### src/rtl/dio_pkg.sv
package dio_pkg;

    typedef enum logic [1:0] {
        IM_OFF    = 2'd0,
        IM_EVENT  = 2'd1,
        IM_MATCH  = 2'd2,
        IM_STROBE = 2'd3
    } irq_mode_e;

    typedef enum logic [1:0] {
        MF_DIR   = 2'd0,
        MF_MASK  = 2'd1,
        MF_MATCH = 2'd2,
        MF_LATCH = 2'd3
    } mf_sel_e;

    typedef enum logic [1:0] {
        IS_OFF     = 2'd0,
        IS_ARMED   = 2'd1,
        IS_PENDING = 2'd2,
        IS_REARM   = 2'd3
    } irq_state_e;

    localparam int ADDR_W       = 2;
    localparam logic [1:0] OFS_P0   = 2'd0;
    localparam logic [1:0] OFS_P1   = 2'd1;
    localparam logic [1:0] OFS_MF   = 2'd2;
    localparam logic [1:0] OFS_CTL  = 2'd3;

    localparam int CTL_SEL_LO   = 0;
    localparam int CTL_P1DIR    = 2;
    localparam int CTL_MODE_LO  = 3;
    localparam int CTL_IE       = 5;

endpackage

### src/rtl/dio_sync.sv
module dio_sync #(
    parameter int W = 8
) (
    input  logic         clk,
    input  logic         rst_n,
    input  logic [W-1:0] d_i,
    output logic [W-1:0] q_o
);
    logic [W-1:0] stage1;
    logic [W-1:0] stage2;

    always_ff @(posedge clk or negedge rst_n) begin
        if (!rst_n) begin
            stage1 <= '0;
            stage2 <= '0;
        end else begin
            stage1 <= d_i;
            stage2 <= stage1;
        end
    end

    assign q_o = stage2;
endmodule

### src/rtl/dio_regs.sv
module dio_regs
    import dio_pkg::*;
#(
    parameter int DW  = 8,
    parameter int P1W = 4
) (
    input  logic              clk,
    input  logic              rst_n,
    input  logic [ADDR_W-1:0] addr_i,
    input  logic              we_i,
    input  logic [DW-1:0]     wdata_i,
    output logic [DW-1:0]     rdata_o,
    input  logic [DW-1:0]     p0_sync_i,
    input  logic [P1W-1:0]    p1_sync_i,
    input  logic [DW-1:0]     latch_i,
    output logic [DW-1:0]     p0_dir_o,
    output logic [DW-1:0]     p0_out_o,
    output logic              p1_dir_o,
    output logic [P1W-1:0]    p1_out_o,
    output logic [DW-1:0]     mask_o,
    output logic [DW-1:0]     match_o,
    output mf_sel_e           mf_sel_o,
    output irq_mode_e         mode_o,
    output logic              ie_o,
    output logic              ctl_wr_o,
    output irq_mode_e         new_mode_o,
    output logic              new_ie_o
);
    localparam int RSV_W = DW - P1W;

    logic [DW-1:0]  p0_dir_q;
    logic [DW-1:0]  p0_out_q;
    logic [P1W-1:0] p1_out_q;
    logic [DW-1:0]  mask_q;
    logic [DW-1:0]  match_q;
    logic [DW-1:0]  ctl_q;

    logic wr_p0, wr_p1, wr_mf;
    logic [DW-1:0]  p0_view;
    logic [P1W-1:0] p1_view;
    logic [DW-1:0]  mf_view;

    assign wr_p0    = we_i && (addr_i == OFS_P0);
    assign wr_p1    = we_i && (addr_i == OFS_P1);
    assign wr_mf    = we_i && (addr_i == OFS_MF);
    assign ctl_wr_o = we_i && (addr_i == OFS_CTL);

    assign mf_sel_o   = mf_sel_e'(ctl_q[CTL_SEL_LO +: 2]);
    assign mode_o     = irq_mode_e'(ctl_q[CTL_MODE_LO +: 2]);
    assign ie_o       = ctl_q[CTL_IE];
    assign p1_dir_o   = ctl_q[CTL_P1DIR];
    assign new_mode_o = irq_mode_e'(wdata_i[CTL_MODE_LO +: 2]);
    assign new_ie_o   = wdata_i[CTL_IE];

    always_ff @(posedge clk or negedge rst_n) begin
        if (!rst_n) begin
            p0_out_q <= '0;
            p1_out_q <= '0;
            ctl_q    <= '0;
        end else begin
            if (wr_p0)    p0_out_q <= wdata_i;
            if (wr_p1)    p1_out_q <= wdata_i[P1W-1:0];
            if (ctl_wr_o) ctl_q    <= wdata_i;
        end
    end

    always_ff @(posedge clk or negedge rst_n) begin
        if (!rst_n) begin
            p0_dir_q <= '0;
            mask_q   <= '0;
            match_q  <= '0;
        end else if (wr_mf) begin
            unique case (mf_sel_o)
                MF_DIR:   p0_dir_q <= wdata_i;
                MF_MASK:  mask_q   <= wdata_i;
                MF_MATCH: match_q  <= wdata_i;
                MF_LATCH: ;
            endcase
        end
    end

    assign p0_view = (p0_dir_q & p0_out_q) | (~p0_dir_q & p0_sync_i);
    assign p1_view = p1_dir_o ? p1_out_q : p1_sync_i;

    always_comb begin
        unique case (mf_sel_o)
            MF_DIR:   mf_view = p0_dir_q;
            MF_MASK:  mf_view = mask_q;
            MF_MATCH: mf_view = match_q;
            MF_LATCH: mf_view = latch_i;
        endcase
    end

    always_comb begin
        unique case (addr_i)
            OFS_P0:  rdata_o = p0_view;
            OFS_P1:  rdata_o = {{RSV_W{1'b0}}, p1_view};
            OFS_MF:  rdata_o = mf_view;
            default: rdata_o = ctl_q;
        endcase
    end

    assign p0_dir_o = p0_dir_q;
    assign p0_out_o = p0_out_q;
    assign p1_out_o = p1_out_q;
    assign mask_o   = mask_q;
    assign match_o  = match_q;
endmodule

### src/rtl/dio_irq_fsm.sv
module dio_irq_fsm
    import dio_pkg::*;
#(
    parameter int DW = 8
) (
    input  logic          clk,
    input  logic          rst_n,
    input  logic          ctl_wr_i,
    input  irq_mode_e     new_mode_i,
    input  logic          new_ie_i,
    input  irq_mode_e     mode_i,
    input  logic [DW-1:0] p0_sync_i,
    input  logic          stb_sync_i,
    input  logic [DW-1:0] mask_i,
    input  logic [DW-1:0] match_i,
    output logic          irq_o,
    output logic [DW-1:0] latch_o
);
    irq_state_e    state_q, state_d;
    logic [DW-1:0] p0_prev_q;
    logic          stb_prev_q;
    logic [DW-1:0] latch_q;

    logic chg_hit, match_hit, stb_rise, trig;

    assign chg_hit   = |((p0_sync_i ^ p0_prev_q) & mask_i);
    assign match_hit = ~|((p0_sync_i ^ match_i) & mask_i);
    assign stb_rise  = stb_sync_i & ~stb_prev_q;

    always_comb begin
        trig = 1'b0;
        unique case (mode_i)
            IM_EVENT:  trig = chg_hit;
            IM_MATCH:  trig = match_hit;
            IM_STROBE: trig = stb_rise;
            IM_OFF:    trig = 1'b0;
        endcase
    end

    // state register
    always_ff @(posedge clk or negedge rst_n) begin
        if (!rst_n) state_q <= IS_OFF;
        else        state_q <= state_d;
    end

    // next state
    always_comb begin
        state_d = state_q;
        if (ctl_wr_i) begin
            if (!new_ie_i || new_mode_i == IM_OFF) state_d = IS_OFF;
            else if (new_mode_i == IM_MATCH)       state_d = IS_REARM;
            else                                   state_d = IS_ARMED;
        end else begin
            unique case (state_q)
                IS_OFF:     state_d = IS_OFF;
                IS_ARMED:   if (trig) state_d = IS_PENDING;
                IS_PENDING: state_d = IS_PENDING;
                IS_REARM:   if (!match_hit) state_d = IS_ARMED;
            endcase
        end
    end

    // outputs
    always_comb begin
        irq_o = (state_q == IS_PENDING);
    end

    always_ff @(posedge clk or negedge rst_n) begin
        if (!rst_n) begin
            p0_prev_q  <= '0;
            stb_prev_q <= 1'b0;
            latch_q    <= '0;
        end else begin
            p0_prev_q  <= p0_sync_i;
            stb_prev_q <= stb_sync_i;
            if (mode_i == IM_STROBE && stb_rise) latch_q <= p0_sync_i & mask_i;
        end
    end

    assign latch_o = latch_q;
endmodule

### src/rtl/dual_port_dio.sv
module dual_port_dio
    import dio_pkg::*;
#(
    parameter int DW  = 8,
    parameter int P1W = 4
) (
    input  logic              clk,
    input  logic              rst_n,
    input  logic [ADDR_W-1:0] bus_addr,
    input  logic              bus_we,
    input  logic [DW-1:0]     bus_wdata,
    output logic [DW-1:0]     bus_rdata,
    input  logic [DW-1:0]     p0_pin_i,
    output logic [DW-1:0]     p0_pin_o,
    output logic [DW-1:0]     p0_pin_oe,
    input  logic [P1W-1:0]    p1_pin_i,
    output logic [P1W-1:0]    p1_pin_o,
    output logic [P1W-1:0]    p1_pin_oe,
    input  logic              strobe_i,
    output logic              irq_o
);
    localparam int SYNC_W = DW + P1W + 1;

    logic [SYNC_W-1:0] sync_in, sync_out;
    logic [DW-1:0]     p0_sync;
    logic [P1W-1:0]    p1_sync;
    logic              stb_sync;

    logic [DW-1:0]  p0_dir, p0_out, mask, match, latch_val;
    logic           p1_dir, ctl_wr, ctl_ie, new_ie;
    logic [P1W-1:0] p1_out;
    mf_sel_e        mf_sel;
    irq_mode_e      irq_mode, new_mode;

    assign sync_in = {strobe_i, p1_pin_i, p0_pin_i};

    dio_sync #(.W(SYNC_W)) u_sync (
        .clk   (clk),
        .rst_n (rst_n),
        .d_i   (sync_in),
        .q_o   (sync_out)
    );

    assign p0_sync  = sync_out[DW-1:0];
    assign p1_sync  = sync_out[DW +: P1W];
    assign stb_sync = sync_out[SYNC_W-1];

    dio_regs #(.DW(DW), .P1W(P1W)) u_regs (
        .clk        (clk),
        .rst_n      (rst_n),
        .addr_i     (bus_addr),
        .we_i       (bus_we),
        .wdata_i    (bus_wdata),
        .rdata_o    (bus_rdata),
        .p0_sync_i  (p0_sync),
        .p1_sync_i  (p1_sync),
        .latch_i    (latch_val),
        .p0_dir_o   (p0_dir),
        .p0_out_o   (p0_out),
        .p1_dir_o   (p1_dir),
        .p1_out_o   (p1_out),
        .mask_o     (mask),
        .match_o    (match),
        .mf_sel_o   (mf_sel),
        .mode_o     (irq_mode),
        .ie_o       (ctl_ie),
        .ctl_wr_o   (ctl_wr),
        .new_mode_o (new_mode),
        .new_ie_o   (new_ie)
    );

    dio_irq_fsm #(.DW(DW)) u_irq (
        .clk        (clk),
        .rst_n      (rst_n),
        .ctl_wr_i   (ctl_wr),
        .new_mode_i (new_mode),
        .new_ie_i   (new_ie),
        .mode_i     (irq_mode),
        .p0_sync_i  (p0_sync),
        .stb_sync_i (stb_sync),
        .mask_i     (mask),
        .match_i    (match),
        .irq_o      (irq_o),
        .latch_o    (latch_val)
    );

    assign p0_pin_o  = p0_out;
    assign p0_pin_oe = p0_dir;
    assign p1_pin_o  = p1_out;
    assign p1_pin_oe = {P1W{p1_dir}};
endmodule

### config.mk
export PLATFORM = sky130hd
export DESIGN_NAME = dual_port_dio
export DESIGN_NICKNAME = d
export VERILOG_FILES = /design/src/rtl/dio_pkg.sv /design/src/rtl/dio_sync.sv /design/src/rtl/dio_regs.sv /design/src/rtl/dio_irq_fsm.sv /design/src/rtl/dual_port_dio.sv
export SDC_FILE = /design/constraint.sdc
export NUM_CORES = 1
export LEC_CHECK = 0
export BUFFER_PORTS_ARGS = -buffer_cell sky130_fd_sc_hd__buf_2
export CORE_MARGIN = 2
export CORE_UTILIZATION = 55
export DETAILED_ROUTE_END_ITERATION = 10
export PLACE_DENSITY = 0.78
export REMOVE_ABC_BUFFERS = 1
export SLEW_MARGIN = 10
export SYNTH_ARGS = -nofsm -noshare
export SYNTH_HDL_FRONTEND = slang
export SYNTH_SLANG_ARGS = --single-unit
### constraint.sdc
create_clock -name clk -period 2.7 [get_ports clk]
set_clock_uncertainty 0.1 [all_clocks]
set_input_delay 0.54 -clock clk [delete_from_list [all_inputs] [get_ports clk]]
set_output_delay 0.54 -clock clk [all_outputs]
set_load 0.005 [all_outputs]
==> impl_metrics.yaml <==
worst_setup_path:
  cp_top_family: "multiplexers"
  worstPathCellList: "buf_4 > mux4_2 > mux4_2 > buf_2"
  worst-path-buf-inv: 2
  endpoint_kind: "output port"
  slowest_stage: "mux4_2"
  crit_fanout: 7
  cpMostUsedCell: "mux4_2"
  critPathLaunchType: "flop"
  critical_path_arrival_ns: 1.99
  path_class: "flop to output port"
  max_stage_delay_ns: 0.50
  crit_required_ns: 2.06
logic_synthesis:
  yosys-top-cells-area: "dfrtp_1, mux2_2, mux4_2, xor2_1, o21ai_0"
  synth_top_area_cell: "dfrtp_1"
  synth_top_family_by_area: "multiplexers"
  synth-xor-area-share_pct: 3.66
  synthAdderAreaFrac_pct: 1.31
  synth-edff-count: 0
  ys_warn_count: 0
  synthDistinctLibCells: 29
  seq_area_frac_synth_pct: 58.2
  syn_area_mm2: 0.00383
  muxShareOfSynthArea_pct: 22.5
  syn_inst: 283
  synth_compound_area_share_pct: 5.72
  ys_ff_latch: 89
  syn_avg_cell_area_um2: 13.5
  synth_top_area_share_pct: 58.2
  synth_flop_cell: "dfrtp_1"
  synthSimpleGateAreaFrac_pct: 6.60
  synthArstFlopShare_pct: 100
sta:
  finalSetupTns_ns: 0
  post-route-period-util_pct: 97.4
  finalMaxSlewViolations: 0
  hold_viol: 0
  rsz0062_at_grt: "no"
  setup_viol: 0
  worst_slack_ns: 0.0715
  max_clock_freq_mhz: 380
  layout_min_cycle_time_ns: 2.63
  relSlewSlack_pct: 56.5
  tightestPinTransition_ns: 0.650
cells_and_area:
  drive_above_1_share_pct: 43.1
  final_cell_mix: "dfrtp_1, buf_2, mux2_2"
  fillCellCount: 509
  syn_to_final_growth_pct: 17.8
  final_area_mm2: 0.00451
  final-seq-area_mm2: 0.00223
  n_antenna_cell: 0
  multi_input_area_mm2: 0.00152
  nets: 385
  utilization_pct: 66.8
  mostFrequentLayoutCell: "dfrtp_1"
global_routing:
  grt_pass1_vias: 2503
  grt_usage_pct: 23.2
  grt_max_degree: 40
  grt_overflow: 0
  grt_pass1_wl_mm: 13.1
  antenna_found_initial: 0
placed_design:
  port_buffers: 58
  gp_congestion: 0.827
  placed_cell_area_mm2: 0.00428
  dp_slack_ns: 0.285
  hpwlAfterDp_mm: 5.59
die:
  start_util_pct: 56.7
  coreArea_mm2: 0.00676
  die-width_um: 87.4
  rows: 30
  fp.dieH_um: 87.4
  pin_count: 59
  die_area_mm2: 0.00765
clocking:
  tritoncts: "yes"
  clockBufferDepth: 2
  clk_latency_ns: 0.36
  cts_buffers: 9
  h-tree-depth: 3
  clk_pin_slew_ns: 0.09
  cts_root_buffer: "clkbuf_8"
  cts.sinks: 89
flow_run:
  max_cap_violations: 0
power:
  p_total_w: 0.00393
  ir_drop_uv: 401
  power-per-cell-area_mw_per_mm2: 870
  p_leak_nw: 2.08
detailed_routing:
  detail-route-antenna-nets: 0
  via_per_inst: 5.64
  drt_iter0_drc: 157
  via_count: 2482
  drc: 0
  wl_mm: 8.03
  first_pass_iters: 4
  wire_per_inst_um: 18.2
run_status:
  status: "complete, no violations"
hold_path:
  hold_class: "primary input to flop"
## cell families (layout without fill, tap and decap cells)
| logic type | count (synthesis) | count (layout) |
|---|---|---|
| AO/OA/AOI/OAI | 38 | 38 |
| multiplexers | 68 | 68 |
| buffers and inverters | 16 | 93 |
| adder cells (fa/ha/maj) | 4 | 4 |
| XOR/XNOR | 16 | 16 |
| AND/OR/NAND/NOR | 52 | 52 |
| flip-flops | 89 | 89 |
## timing repair
item	CTS	global route
hold buffers	1	0
gates resized for setup	1	0
setup buffers	0	0
endpoints found under the hold margin	9	0
endpoints found under the setup margin	4	0
## sequential cells by signal, summed over array words and instances, names as in the netlist, 2 cells and up
register,count
u_regs.p0_out_o,8
u_sync.stage1,13
u_regs.mask_o,8
u_irq.state_q,2
u_regs.p0_dir_o,8
u_regs.match_o,8
u_irq.latch_o,8
u_regs.ctl_q,8
u_sync.q_o,13
u_irq.p0_prev_q,8
u_regs.p1_out_o,4
## through the flow
| step | std cells | hold slack (ns) |
|---|---|---|
| 2_1_floorplan | 271 | 0.144 |
| 3_3_place_gp | 423 | 0.231 |
| 3_5_place_dp | 423 | 0.236 |
| 4_1_cts | 440 | 0.162 |
| 5_1_grt | 440 | 0.157 |
| 6_report | 440 | 0.179 |
## layer usage
| layer | up-vias | share of wire (%) | GRT usage [%] |
|---|---|---|---|
| met5 | - | 0 | 0 |
| met4 | 0 | 1.2 | 7.55 |
| met3 | 11 | 3.8 | 5.69 |
| met2 | 62 | 51 | 37.3 |
| met1 | 1256 | 44 | 31.2 |
| li1 | 1153 | - | - |
## where the power goes
part	internal, W	switching [W]	total [W]
combinational	0.000605	0.000391	0.000996
sequential	0.00162	0.000303	0.00192
clock	0.000532	0.000477	0.00101
## synthesized netlist by cell type (3+ instances only)
cell type	n
mux2i_1	7
inv_1	4
nand2_1	31
o21ai_0	25
mux2_2	51
clkbuf_1	5
nand3b_1	3
dfrtp_1	89
nor2_1	5
xor2_1	16
buf_4	4
mux4_2	9
a22oi_1	6
nand3_1	4
a31oi_1	3
ha_1	4
buf_2	3
## area by class of cell
type,instances,area share [%]
flip-flops and latches,89,49.4
clock buffers,9,2.74
inverters,4,0.333
repair buffers,73,9.32
multi-input cells,178,33.8
well taps,80,2.22
clock inverters,7,2.25
## final timing paths
path                                  start           endpoint  slack [ns]  depth (start not counted)
setup reg to reg              u_sync.q_o[0]   u_irq.state_q[0]        0.61                          6
min in group asynchronous             rst_n   u_sync.stage1[7]        0.55                          2
max in group asynchronous             rst_n    u_regs.ctl_q[0]        1.29                          3
setup / recovery            u_regs.ctl_q[1]       bus_rdata[1]        0.07                          4
hold reg to reg            u_sync.stage1[6]      u_sync.q_o[6]        0.25                          0
hold / removal                  p1_pin_i[2]  u_sync.stage1[10]        0.18                          1
(Power assumes the default switching activity.)
